File: config.mk
export PLATFORM = sky130hd
export DESIGN_NAME = alu_shift_unit
export DESIGN_NICKNAME = d
export VERILOG_FILES = /design/src/rtl/alu_shift_pkg.sv /design/src/rtl/alu_shift_bitrev.sv /design/src/rtl/alu_shift_stage.sv /design/src/rtl/alu_shift_barrel.sv /design/src/rtl/alu_shift_unit.sv
export SDC_FILE = /design/constraint.sdc
export NUM_CORES = 1
export LEC_CHECK = 0
export BUFFER_PORTS_ARGS = -buffer_cell sky130_fd_sc_hd__buf_2
export CAP_MARGIN = 20
export CELL_PAD_IN_SITES_DETAIL_PLACEMENT = 2
export CELL_PAD_IN_SITES_GLOBAL_PLACEMENT = 2
export CORE_ASPECT_RATIO = 0.9
export CORE_MARGIN = 4
export CORE_UTILIZATION = 35
export DETAILED_ROUTE_END_ITERATION = 8
export GPL_ROUTABILITY_DRIVEN = 1
export MAX_ROUTING_LAYER = met4
export PLACE_DENSITY = 0.95
export REMOVE_ABC_BUFFERS = 1
export SYNTH_ARGS = -nofsm -noshare
export SYNTH_HDL_FRONTEND = slang
export SYNTH_SLANG_ARGS = --single-unit
File: constraint.sdc
create_clock -name vclk -period 8.4
set_input_delay 1.68 -clock vclk [all_inputs]
set_output_delay 1.68 -clock vclk [all_outputs]
set_load 0.02 [all_outputs]
File: src/rtl/alu_shift_pkg.sv
package alu_shift_pkg;

    typedef enum logic [1:0] {
        SHL_ZERO = 2'b00,
        PASS     = 2'b01,
        SHR_ZERO = 2'b10,
        SHR_SIGN = 2'b11
    } shift_op_e;

endpackage

File: src/rtl/alu_shift_bitrev.sv
module alu_shift_bitrev #(
    parameter int W = 32
) (
    input  logic [W-1:0] din,
    output logic [W-1:0] dout
);

    for (genvar i = 0; i < W; i++) begin : g_rev
        assign dout[i] = din[W-1-i];
    end

endmodule

File: src/rtl/alu_shift_stage.sv
module alu_shift_stage #(
    parameter int W    = 32,
    parameter int DIST = 1
) (
    input  logic [W-1:0] din,
    input  logic         fill,
    input  logic         en,
    output logic [W-1:0] dout
);

    logic [W-1:0] moved;

    assign moved = {{DIST{fill}}, din[W-1:DIST]};
    assign dout  = en ? moved : din;

endmodule

File: src/rtl/alu_shift_barrel.sv
module alu_shift_barrel #(
    parameter int W     = 32,
    parameter int CNT_W = 5
) (
    input  logic [W-1:0]     din,
    input  logic [CNT_W-1:0] cnt,
    input  logic             fill,
    output logic [W-1:0]     dout
);

    logic [W-1:0] lvl [0:CNT_W];

    assign lvl[0] = din;

    for (genvar k = 0; k < CNT_W; k++) begin : g_stage
        alu_shift_stage #(
            .W    (W),
            .DIST (1 << k)
        ) u_stage (
            .din  (lvl[k]),
            .fill (fill),
            .en   (cnt[k]),
            .dout (lvl[k+1])
        );
    end

    assign dout = lvl[CNT_W];

endmodule

File: src/rtl/alu_shift_unit.sv
module alu_shift_unit
    import alu_shift_pkg::*;
#(
    parameter int DATA_W = 32
) (
    input  logic [DATA_W-1:0]         opnd_a,
    input  logic [$clog2(DATA_W)-1:0] sh_cnt,
    input  logic [1:0]                op_sel,
    output logic [DATA_W-1:0]         result
);

    localparam int CNT_W = $clog2(DATA_W);

    shift_op_e    op;
    logic         go_left;
    logic         fill_bit;
    logic [DATA_W-1:0] a_rev;
    logic [DATA_W-1:0] net_in;
    logic [DATA_W-1:0] net_out;
    logic [DATA_W-1:0] out_rev;

    assign op = shift_op_e'(op_sel);

    // Decode of the select into datapath controls
    always_comb begin
        go_left  = 1'b0;
        fill_bit = 1'b0;
        unique case (op)
            SHL_ZERO: go_left  = 1'b1;
            SHR_SIGN: fill_bit = opnd_a[DATA_W-1];
            SHR_ZERO,
            PASS:     ;
        endcase
    end

    alu_shift_bitrev #(.W(DATA_W)) u_rev_in (
        .din  (opnd_a),
        .dout (a_rev)
    );

    assign net_in = go_left ? a_rev : opnd_a;

    alu_shift_barrel #(
        .W     (DATA_W),
        .CNT_W (CNT_W)
    ) u_barrel (
        .din  (net_in),
        .cnt  (sh_cnt),
        .fill (fill_bit),
        .dout (net_out)
    );

    alu_shift_bitrev #(.W(DATA_W)) u_rev_out (
        .din  (net_out),
        .dout (out_rev)
    );

    // Output selection
    always_comb begin
        unique case (op)
            SHL_ZERO: result = out_rev;
            PASS:     result = opnd_a;
            SHR_ZERO,
            SHR_SIGN: result = net_out;
        endcase
    end

endmodule

Word-level counts from Yosys, hierarchy flattened
Index checks and enable logic that the tools add are counted.
- flip-flop bits (word level): 0
- input bits: 39
- output and inout bits: 32
- word-level logic and storage cells: 14
- equality and inequality tests: 3
- muxes and demuxes: 9
- reductions and logical operators: 2
- operators by type and width (operator ; number):
    32-bit 2-to-1 mux ; 6
    32-bit one-hot mux with 3 select lines ; 1
    2-bit equality test (second input constant) ; 2
    2-bit by 1-bit equality test with 1-bit output (second input constant) ; 1
    2-bit logical NOT ; 1
    1-bit 2-to-1 mux ; 2
    2-bit OR reduction ; 1

Longest topological paths before layout
Gate-level depths: netlist (run 1).
- word-level depth: 9
- mapped depth: 10
- depth with buffers taken out: 7

Hierarchy
A second synthesis (run 1) with hierarchy kept.
- cells, all modules: 389
- area, all modules: 4436.8 µm²
- modules (own cells, without submodules) (module ; times used ; cells each ; area an instance (µm²) ; sequential area each (µm²)):
    alu_shift_stage (u_barrel.g_stage[0].u_stage ...) ; 4 ; 36 ; 544.3 ; 0.0
    alu_shift_unit ; 1 ; 144 ; 1229.9 ; 0.0
    alu_shift_stage (u_barrel.g_stage[4].u_stage) ; 1 ; 37 ; 549.3 ; 0.0
    alu_shift_bitrev ; 2 ; 32 ; 240.2 ; 0.0

Worst setup path before layout (run 1)
Ideal clock, no wire load.
- path kind: input to output
- start: in op_sel[1]
- end: out result[16]
- arrival: 3856 ps
- data required time: 6720 ps
- slack: 2864 ps
- stages on the path: 9
- path through: or2_1 > buf_6 > buf_12 > mux4_2 > o221ai_1 > a221o_1 > a21oi_1 > a21oi_1 > a221oi_1
- cells in the longest elaborated chain, start to end: 9
- elaborated cells between the ends (all ways): 14
- RTL lines (what ; RTL line ; RTL):
    start, declared ; alu_shift_unit.sv:8 ; input logic [1:0] op_sel,
    2-bit logical NOT ; alu_shift_unit.sv:28, alu_shift_unit.sv:60 ;
    1-bit 2-to-1 mux ; alu_shift_unit.sv:28 ; unique case (op)
    32-bit 2-to-1 mux ; alu_shift_unit.sv:41 ; assign net_in = go_left ? a_rev : opnd_a;
    32-bit 2-to-1 mux (5 in a row) ; alu_shift_stage.sv:14 ; assign dout = en ? moved : din;
    32-bit one-hot mux with 3 select lines (*) ; alu_shift_unit.sv:60 ; unique case (op)
    end, declared ; alu_shift_unit.sv:9 ; output logic [DATA_W-1:0] result
Mark *: on every way between the ends. The rest lies on a longest branch, timed or not.

Worst setup path in the final report (run 1)
- start: in op_sel[0]
- end: out result[18]
Same word-level chain as after synthesis.

==> results of run 1 <==
-- worst max-delay path by stage --
stage	from	end	slack, ns	cells after the start
global route	op_sel[0]	result[16]	1.60	11
CTS	op_sel[0]	result[16]	1.83	11
detailed placement	op_sel[0]	result[16]	1.84	11
floorplan	op_sel[1]	result[21]	2.27	7
global placement	op_sel[0]	result[16]	1.99	11
finish	op_sel[0]	result[18]	1.75	11
-- cell type report --
class / instances / area [µm²]
fill: 915 / 4520
tap: 96 / 120
inverter: 11 / 41.3
multi-input combinational: 310 / 2620
timing repair buffer: 76 / 393
-- where the power goes --
part	internal, mW	switching, mW	total [mW]
Combinational	0.101	0.183	0.284
Sequential	0	0	0
Clock	0	0	0
-- Yosys cell counts (all sizes together) (3+ instances only) --
cell type	instances
o211ai	6
a32oi	3
o21a	4
o21ai	25
nor2b	6
a221oi	11
inv	10
a221o	5
o22ai	8
mux2i	28
mux4	34
buf	15
clkbuf	19
a21oi	17
or2	3
mux2	6
a21boi	3
o221ai	6
a211oi	5
nand3	3
a21o	4
nand2	34
nand2b	6
a22oi	24
nor2	34
-- cell families after synthesis --
| logic type | count (synthesis) | synth area share |
|---|---|---|
| buffers and inverters | 45 | 0.0755 |
| XOR/XNOR | 1 | 0.00309 |
| AO/OA/AOI/OAI | 143 | 0.369 |
| adder cells (fa/ha/maj) | 1 | 0.00353 |
| AND/OR/NAND/NOR | 97 | 0.155 |
| multiplexers | 68 | 0.393 |
-- layer usage --
| layer | track usage | share of wire | vias up |
|---|---|---|---|
| li1 | - | - | 1535 |
| met1 | 0.456 | 0.40 | 1864 |
| met2 | 0.533 | 0.47 | 256 |
| met3 | 0.0582 | 0.10 | 39 |
| met4 | 0.0690 | 0.024 | 0 |
| met5 | - | 0 | - |
-- per-stage QoR --
| step | hold WS [ns] | setup WS, ns |
|---|---|---|
| finish | 3.81 | 1.75 |
| global route | 3.83 | 1.60 |
| CTS | 3.81 | 1.83 |
| detailed placement | 3.81 | 1.84 |
| global placement | 3.79 | 1.99 |
| floorplan | 3.48 | 2.27 |
-- cells in the final DEF, fill, tap and decap left out, types with 3 or more instances in the layout --
cell type,instances
a21oi_1,17
o211ai_1,6
a211oi_1,4
mux4_2,34
a32oi_1,3
nand2_1,34
a21o_1,4
nor2_1,33
mux2_2,6
a22oi_1,24
o21a_1,4
nand3_1,3
mux2i_1,28
a221o_1,5
o21ai_1,5
a221oi_1,9
o21ai_0,20
o22ai_1,8
inv_1,8
o221ai_1,6
buf_4,5
nand2b_1,6
buf_2,71
nor2b_1,6
-- critical path: stages --
cell and delay (ns):
buf_2 0.12, buf_4 0.27, nor2_4 0.77, buf_4 0.32, o311ai_0 0.24, mux2_2 0.37
a21oi_1 0.39, nand2_1 0.13, o221ai_1 0.20, a221oi_1 0.19, buf_2 0.24
==> impl_summary.md, run 1 <==
Die
just over 70 I/O pins were placed. The initialized floorplan defines 30 standard-cell rows. The total area inside the core boundary comes to about 7700 µm². The width of the chip is roughly 100 µm. The total die area is 9600 µm². The die is between 90 and 100 µm tall.

The initial cell density of the core is 0.368.

Worst hold path
The worst hold path begins at opnd_a[20]. The kind of path behind the tightest hold check is in2out. For hold timing, the worst endpoint is result[20]. The worst hold path passes through 4 cells.

GRT
The via count of the first global-routing pass is approximately 3800. The first global-routing pass estimated 23800 µm of wire. The number of antenna violations at the first check in global routing is 0. Global routing finished with a remaining overflow of 0. Entering global routing, the biggest net connects 43 pins. The aggregate global-route resource usage is 0.337.

Clock network
In this run the post-CTS setup repair buffer count came out at 0. The quantity of gates resized following cts is 0. After clock tree synthesis, the flow added hold-fix buffers numbering 0.

Critical path
The category of the worst setup path launch point is an input port. The data arrival time of the critical path is 4.97 ns. The worst-path maximum fanout is 42. STA classifies the critical path endpoint as an output pin. The setup path with the least slack is of type in2out.

The critical path required time is between 6 and 7 ns.

Cells and area
The final net count is between 400 and 500. Once layout is complete, the utilization of the core stands at 0.413. The synthesis-to-layout area growth is 12.2%.

The area occupied by registers is 0 µm². The number of standard cells in the final layout excluding fillers is ~500. The flip-flop and latch count is 0. 0 antenna diodes ended up in the layout. Summing all non-filler instances in the final layout gives an area of around 3200 µm².

Clock buffers in the final layout number 0. The share of final-layout standard cells stronger than drive strength 1 is 0.327.

STA
Summed over all failing endpoints, the final setup total negative slack is 0 ns. The final-report max-slew violation count is 0. The hold violation total from the final report is 0.

Setup repair after global routing left no endpoint under its margin. The worst pin sits at a relative slew slack of 0.362. The final-report setup violation count is 0.

Dividing the final minimum period by the clock period gives 0.791. Timing would allow up to about 150 MHz. The clock period minus worst slack is between 6 and 7 ns. The transition time at the pin with the least slew margin is ~0.96 ns.

Detailed routing
The final layout contains routed wiring with a total length of roughly 16000 µm. The starting DRC count in detailed routing is around 400. The first detailed-routing pass ran for 5 iterations. The routed via count divided by cell count is around 7.5.

The count of nets left with antenna violations once routing finished came out at 0. The DRC violation count after routing is 0. The average routed wire per standard cell is between 30 and 40 µm. The detailed router placed between 3000 and 4000 vias in this run.

Synthesis
The proportion of synthesized chip area in sequential cells is 0. After synthesis the cells add up to around 2800 µm². The Yosys warning count is 0. Ranked by total cell area, the synthesized netlist is headed by mux4_2 (27%), mux2i_1 (9.9%), a22oi_1 (6.4%), nand2_1 (4.5%), nor2_1 (4.4%). The largest total area in the synthesized netlist belongs to mux4_2. The number of distinct library cell variants in the gate-level netlist after synthesis is 62. The synthesized netlist cell count is 355. Of the post-synthesis cell area, the dominant cell type holds 0.270. The average instance in the mapped netlist occupies roughly 8 µm².

Placement
At the end of routability-driven placement, the weighted congestion stood at about 1.1. Input and output buffers added on the ports amount to a little over 70. Detailed placement finished with a half-perimeter wire length of 12400 µm.

The number of placed instances, taps included, is 493. The total cell area at the placement stage is approximately 3200 µm².

Power and ir drop
In this run the power density over the cells is about 89 nW/µm². The worst supply voltage drop on vdd is between 0.06 and 0.07 mV. Total power for the finished layout comes to approximately 280 µW. In this run the static leakage power is roughly 1.3 nW.

Run
The number of maximum-capacitance constraint violations is 0.

Outcome
The flow ran to the end, and the final reports show no timing, DRC or antenna violations.
No activity file was read; power rests on OpenSTA's default activity.
==> run 2: changes to the inputs <==
Settings changed: CORE_UTILIZATION 35 to 33, PLACE_DENSITY 0.95 to 0.91.
Clock period 8.4 ns to 6.42 ns, I/O delays scaled along.
==> run 2 against run 1 <==
Compared with the run above:
- design area is 2.0% higher
- critical path depth down 1
- via count increased by 1.8%
- highest routed layer unchanged
- combinational power increased by 30%
- critical path type unchanged
- flip-flop and latch count stayed put
- largest power group unchanged
==> impl_summary.md, run 2 (synthesized netlist as in run 1, its figures left out) <==
Outcome
The flow ran to the end, and the final reports show no timing, DRC or antenna violations.

Detailed routing
The DRC violation count after routing is 0 (unchanged). The routed via count divided by cell count is 7.26 (-3.1%). The average routed wire per standard cell is 29.3 µm (-9.1%). The post-route antenna net violation count is 0 (unchanged). The number of detailed-routing iterations run before antenna repair is 5 (unchanged). The starting DRC count in detailed routing was 404 (-0.74%). The aggregate routed wire length came to 15200 µm (-4.5%). The count of vias placed by the detailed router was 3761 (+1.8%).

Cells and area
The flip-flop and latch count is 0 (unchanged). The final net count came to 443 (+1.1%). The most common cell after layout, fill and taps aside is buf_2.

The multi-input logic area was 2620 µm² (unchanged). The share of final-layout standard cells stronger than drive strength 1 is 0.336 (+0.00836). Leaving out fill and tap cells, the most frequent cells in the layout are buf_2 (71), mux4_2 (34), nand2_1 (34). The clock buffer count is 0 (unchanged).

The final core utilization is 0.394 (-0.0188). The area occupied by registers is 0 µm² (unchanged). The area growth from synthesis to layout is 14.4%. The fill cell total of the finished layout is 1004 (+9.7%).

GRT
The total congestion overflow after global routing came to 0 (unchanged). The via count of the first global-routing pass is 3928 (+2.4%). The busiest layer in global routing is met2. The met3 track utilization from global routing is 0.0443 (-0.0139).

The met1 usage in global routing is 0.386 (-0.0700). The aggregate global-route resource usage is 0.301 (-0.0366). The first-pass GRT wire length was 23100 µm (-2.9%). The number of antenna violations at the first check in global routing is 0 (unchanged). The largest net degree at the start of global routing is 30 (-30%). The met2 layer usage reported by global route was 0.496 (-0.0370).

Clock network
The count of buffers added by post-CTS timing repair for setup is 0 (unchanged). The post-cts hold buffer count is 0 (unchanged). The quantity of gates resized following cts came to 0 (unchanged).

Run
The number of maximum-capacitance constraint violations is 0 (unchanged).

STA
The summed negative setup slack over all endpoints was 0 ns (unchanged). The worst relative slew slack was 0.357 (-0.00437). The final-report max-slew violation count was 0 (unchanged). The share of the clock period used by the worst path after layout is 0.871. The final-report setup violation count is 0 (unchanged). The transition time at the pin with the least slew margin was 0.961 ns (+0.00527 ns). Counting I/O delays and the setup requirement, the final critical path takes about 5.6 ns. The hold violation total from the final report was 0 (unchanged). Setup repair after global routing left no endpoint under its margin. Based on the critical path, the design can be clocked at up to approximately 180 MHz.

Die
The total die area is 10100 µm² (+5.6%). The width of the chip is 106 µm (+2.8%). The top-level I/O count is 71 (unchanged).

The total number of placement rows is 31 (+3.3%). The height of the chip is 95.9 µm (+2.7%). The standard cell core area is 8220 µm² (+6.9%). The initial cell density of the core came to 0.344 (-0.0236).

Placement
The final estimated routing congestion in global placement is 0.986 (-7.6%). The count of input and output buffers is 71 (unchanged). The half-perimeter wire length of the detailed placement result came to 12200 µm (-1.8%).

Power and ir drop
The worst supply voltage drop on vdd is 0.0487 mV (-19%). The standby leakage power is 1.29 nW (+1.9%). The power per cell area is 114 nW/µm² (+27%).

Critical path
The category of the critical setup timing path is in2out. The worst setup path is captured at an output pin. The category of the worst setup path launch point is an input port.

The data arrival time of the critical path is 4.31 ns (-0.66 ns). The critical path required time is 5.14 ns (-1.58 ns). The worst-path maximum fanout is 24 (-43%).

Worst hold path
The kind of path behind the tightest hold check is in2out.
run 2: changes by cell type in the layout (fill, tap and decap cells not counted):
cell | before | now
buf_4 | 5 | 10
diode_2 | 0 | 1
run 2: cell type report:
type                       count  share of cell area
multi-input combinational    310               0.809
timing repair buffer          81               0.133
tap                          115              0.0444
inverter                      11              0.0127
antenna                        1            0.000772
run 2: metal layers:
layer,wire length (µm),up-vias
li1,-,1540
met1,5940,1904
met3,1590,49
met5,0,-
met2,7120,268
met4,515,0
run 2: final timing paths:
path | cells after the start | end | start
max | 10 | result[21] | op_sel[1]
min | 4 | result[20] | opnd_a[20]
run 2: per-stage QoR:
| stage | power, mW | instance area (µm²) | hold slack (ns) | std cells | setup WS, ns |
|---|---|---|---|---|---|
| floorplan | 0.214 | 2660 | 2.69 | 321 | 1.08 |
| CTS | 0.360 | 3240 | 3.03 | 517 | 0.894 |
| finish | 0.369 | 3240 | 3.03 | 518 | 0.827 |
| detailed placement | 0.358 | 3240 | 3.02 | 517 | 0.897 |
| global route | 0.389 | 3240 | 3.06 | 517 | 0.705 |
| global placement | 0.346 | 3240 | 2.99 | 517 | 1.01 |
run 2: power breakdown:
| group | switching (mW) | internal [mW] |
|---|---|---|
| combinational | 0.234 | 0.134 |
| sequential | 0 | 0 |
| clock | 0 | 0.00000000448 |
run 2: worst max-delay path: stages:
cell and delay (ns):
buf_2 0.22, nor2_4 0.74, buf_4 0.32, mux4_2 0.22
nand2b_1 0.08, a31oi_2 0.33, o22ai_1 0.14, or3_1 0.38
a211oi_1 0.35, buf_2 0.23
==> run 3: changes to the inputs <==
Settings changed: CELL_PAD_IN_SITES_DETAIL_PLACEMENT 2 to 0, CELL_PAD_IN_SITES_GLOBAL_PLACEMENT 2 to 1, CORE_UTILIZATION 33 to 42.
==> run 3 against run 2 <==
Compared with the run above:
- combinational power down 5.4%
- global-route usage rose by 1.6 points
- hold slack got worse by 0.027 ns
- via count fell by 4.0%
- non-clock buffer count is 6 lower
- first-iteration DRC count grew 40%
- critical path depth down 1
- flip-flop and latch count is the same
- largest cell class unchanged
- highest routed layer unchanged
==> impl_summary.md, run 3 (synthesized netlist as in run 1, its figures left out) <==
Cells and area
The antenna cell count is 0 (-1). The summed area of non-filler cells in the final layout is 3160 µm² (-2.4%). The area occupied by registers is 0 µm² (unchanged). The final core utilization came to 0.483 (+0.0886). The most common cell after layout, fill and taps aside is buf_2.

The number of standard cells in the final layout excluding fillers is 486 (-6.2%). The flip-flop and latch count is 0 (unchanged). The clock buffer count is 0 (unchanged). The synthesis-to-layout area growth is 11.7%. Leaving out fill and tap cells, the most frequent cells in the layout are buf_2 (71), mux4_2 (34), nand2_1 (34). The final net count is 437 (-1.4%). The share of final-layout standard cells stronger than drive strength 1 is 0.326 (-0.0101). The fill cell total of the finished layout was 698 (-30%).

STA
The hold violation total from the final report is 0 (unchanged). The final setup slack of the worst path was 0.683 ns (-0.145 ns). The summed negative setup slack over all endpoints is 0 ns (unchanged). The worst relative slew slack was 0.308 (-0.0488). The minimum hold slack came to 3.01 ns (-0.0269 ns). Setup repair after global routing left no endpoint under its margin. The clock period minus worst slack is 5.74 ns (+0.145 ns). The final-report setup violation count is 0 (unchanged). The final-report max-slew violation count is 0 (unchanged). The maximum clock frequency is 174 MHz (-2.5%). The share of the clock period used by the worst path after layout is 0.894 (+0.0225). The transition time at the pin with the least slew margin came to 1.03 ns (+0.0743 ns).

Critical path
The worst setup path is captured at an output pin. The source of the critical timing path is op_sel[0]. The worst stage delay on the critical path is 0.89 ns (+0.15 ns). The critical path goes through buf_2 > nor2_4 > mux4_2 > a222oi_1 > mux2i_1 > o22ai_1 > nor2_1 > o221a_2 > buf_2. The most numerous cell on the critical path is buf_2.

The category of the critical setup timing path is in2out. The critical path required time is 5.14 ns (about the same). Following the worst setup path forward leads to its endpoint at result[29]. The critical path's top delay family is simple AND/OR/NAND/NOR gates. The logic depth of the worst path, buffers included is 9 (-1). The category of the worst setup path launch point is an input port. The standard cell with the maximum stage delay on the critical path is nor2_4. The worst-path maximum fanout is 43 (+79%). The buffering stage count on the worst path with inverters included is 2 (-1). The data arrival time of the critical path is 4.45 ns (+0.14 ns).

Worst hold path
In this run the worst hold path is classified as in2out.

Detailed routing
The aggregate routed wire length is 12500 µm (-17%). The routed via count divided by cell count is 7.43 (+2.3%). The DRC violation count after routing was 0 (unchanged). The number of detailed-routing iterations run before antenna repair is 5 (unchanged).

The length of routed met3 wiring is 1560 µm (-1.6%). The count of vias placed by the detailed router is 3611 (-4.0%). The routed metal-1 wire length is 5030 µm (-15%). The detailed router used layers up to and including met4. The average routed wire per standard cell is 25.8 µm (-12%). The length of routed met2 wiring was 5620 µm (-21%). The post-route antenna net violation count is 0 (unchanged). The starting DRC count in detailed routing is 566 (+40%).

Die
The top-level I/O count was 71 (unchanged). The total die area is 8120 µm² (-20%). The width of the chip came to 94.6 µm (-11%). The standard cell core area is 6550 µm² (-20%).

The initial cell density of the core came to 0.432 (+0.0879). The height of the chip was 85.9 µm (-10%). The total number of placement rows is 28 (-9.7%).

Placement
The count of input and output buffers is 71 (unchanged). The half-perimeter wire length of the detailed placement result is 9480 µm (-22%). The final estimated routing congestion in global placement came to 1.09 (+11%). The post-placement cell count is 486 (-6.0%).

The total cell area at the placement stage is 3160 µm² (-2.4%). The worst setup slack before clock tree synthesis came to 0.724 ns (-0.172 ns).

Clock network
The quantity of gates resized following cts came to 0 (unchanged). The post-cts hold buffer count is 0 (unchanged). The count of buffers added by post-CTS timing repair for setup is 0 (unchanged).

Power and ir drop
The standby leakage power came to 1.26 nW (-2.2%). The worst supply voltage drop on vdd is 0.0483 mV (-0.75%). The power per cell area is 110 nW/µm² (-3.1%).

The total power after layout came to 349 µW (-5.4%).

GRT
The aggregate global-route resource usage came to 0.317 (+0.0160). The first-pass GRT wire length is 19700 µm (-15%). The via count of the first global-routing pass is 3388 (-14%). The largest net degree at the start of global routing is 44 (+47%). The total congestion overflow after global routing is 0 (unchanged). The number of antenna violations at the first check in global routing was 0 (unchanged).

Run
The number of maximum-capacitance constraint violations came to 0 (unchanged).

Outcome
The run finished with clean final reports.
run 3: cell types whose count changed in the layout (fill, tap and decap cells not counted):
cell / before / now
diode_2: 1 / 0
buf_4: 10 / 4
run 3: worst min-delay path: cells and delay by family:
| family | cells | cell delay, ns |
|---|---|---|
| compound gates | 1 | 0.05 |
| simple gates | 1 | 0.10 |
| buf+inv | 2 | 0.28 |
run 3: report_power, final:
group,switching [mW],leakage [nW],internal [mW]
registers,0,0,0
clock network,0,0,0
logic,0.217,1.26,0.132
run 3: how the worst min path moves through the flow:
stage	from	to	slack (ns)	cells past startpoint
2_1_floorplan	op_sel[1]	result[14]	2.69	1
3_5_place_dp	opnd_a[22]	result[22]	3.00	4
4_1_cts	opnd_a[22]	result[22]	3.00	4
3_3_place_gp	opnd_a[27]	result[27]	3.01	4
5_1_grt	opnd_a[21]	result[21]	3.02	4
6_report	opnd_a[21]	result[21]	3.01	4
run 3: per-layer routing:
layer  vias to the layer above  global-route usage
li1                       1526                   -
met1                      1716               0.468
met2                       326               0.463
met3                        43              0.0456
met4                         0              0.0616
met5                         -                   -
run 3: final cells by class:
cell class,instances,area [µm²],area share
inverter,11,41.3,0.0131
multi-input combinational,310,2620,0.830
tap,90,113,0.0356
timing repair buffer,75,385,0.122
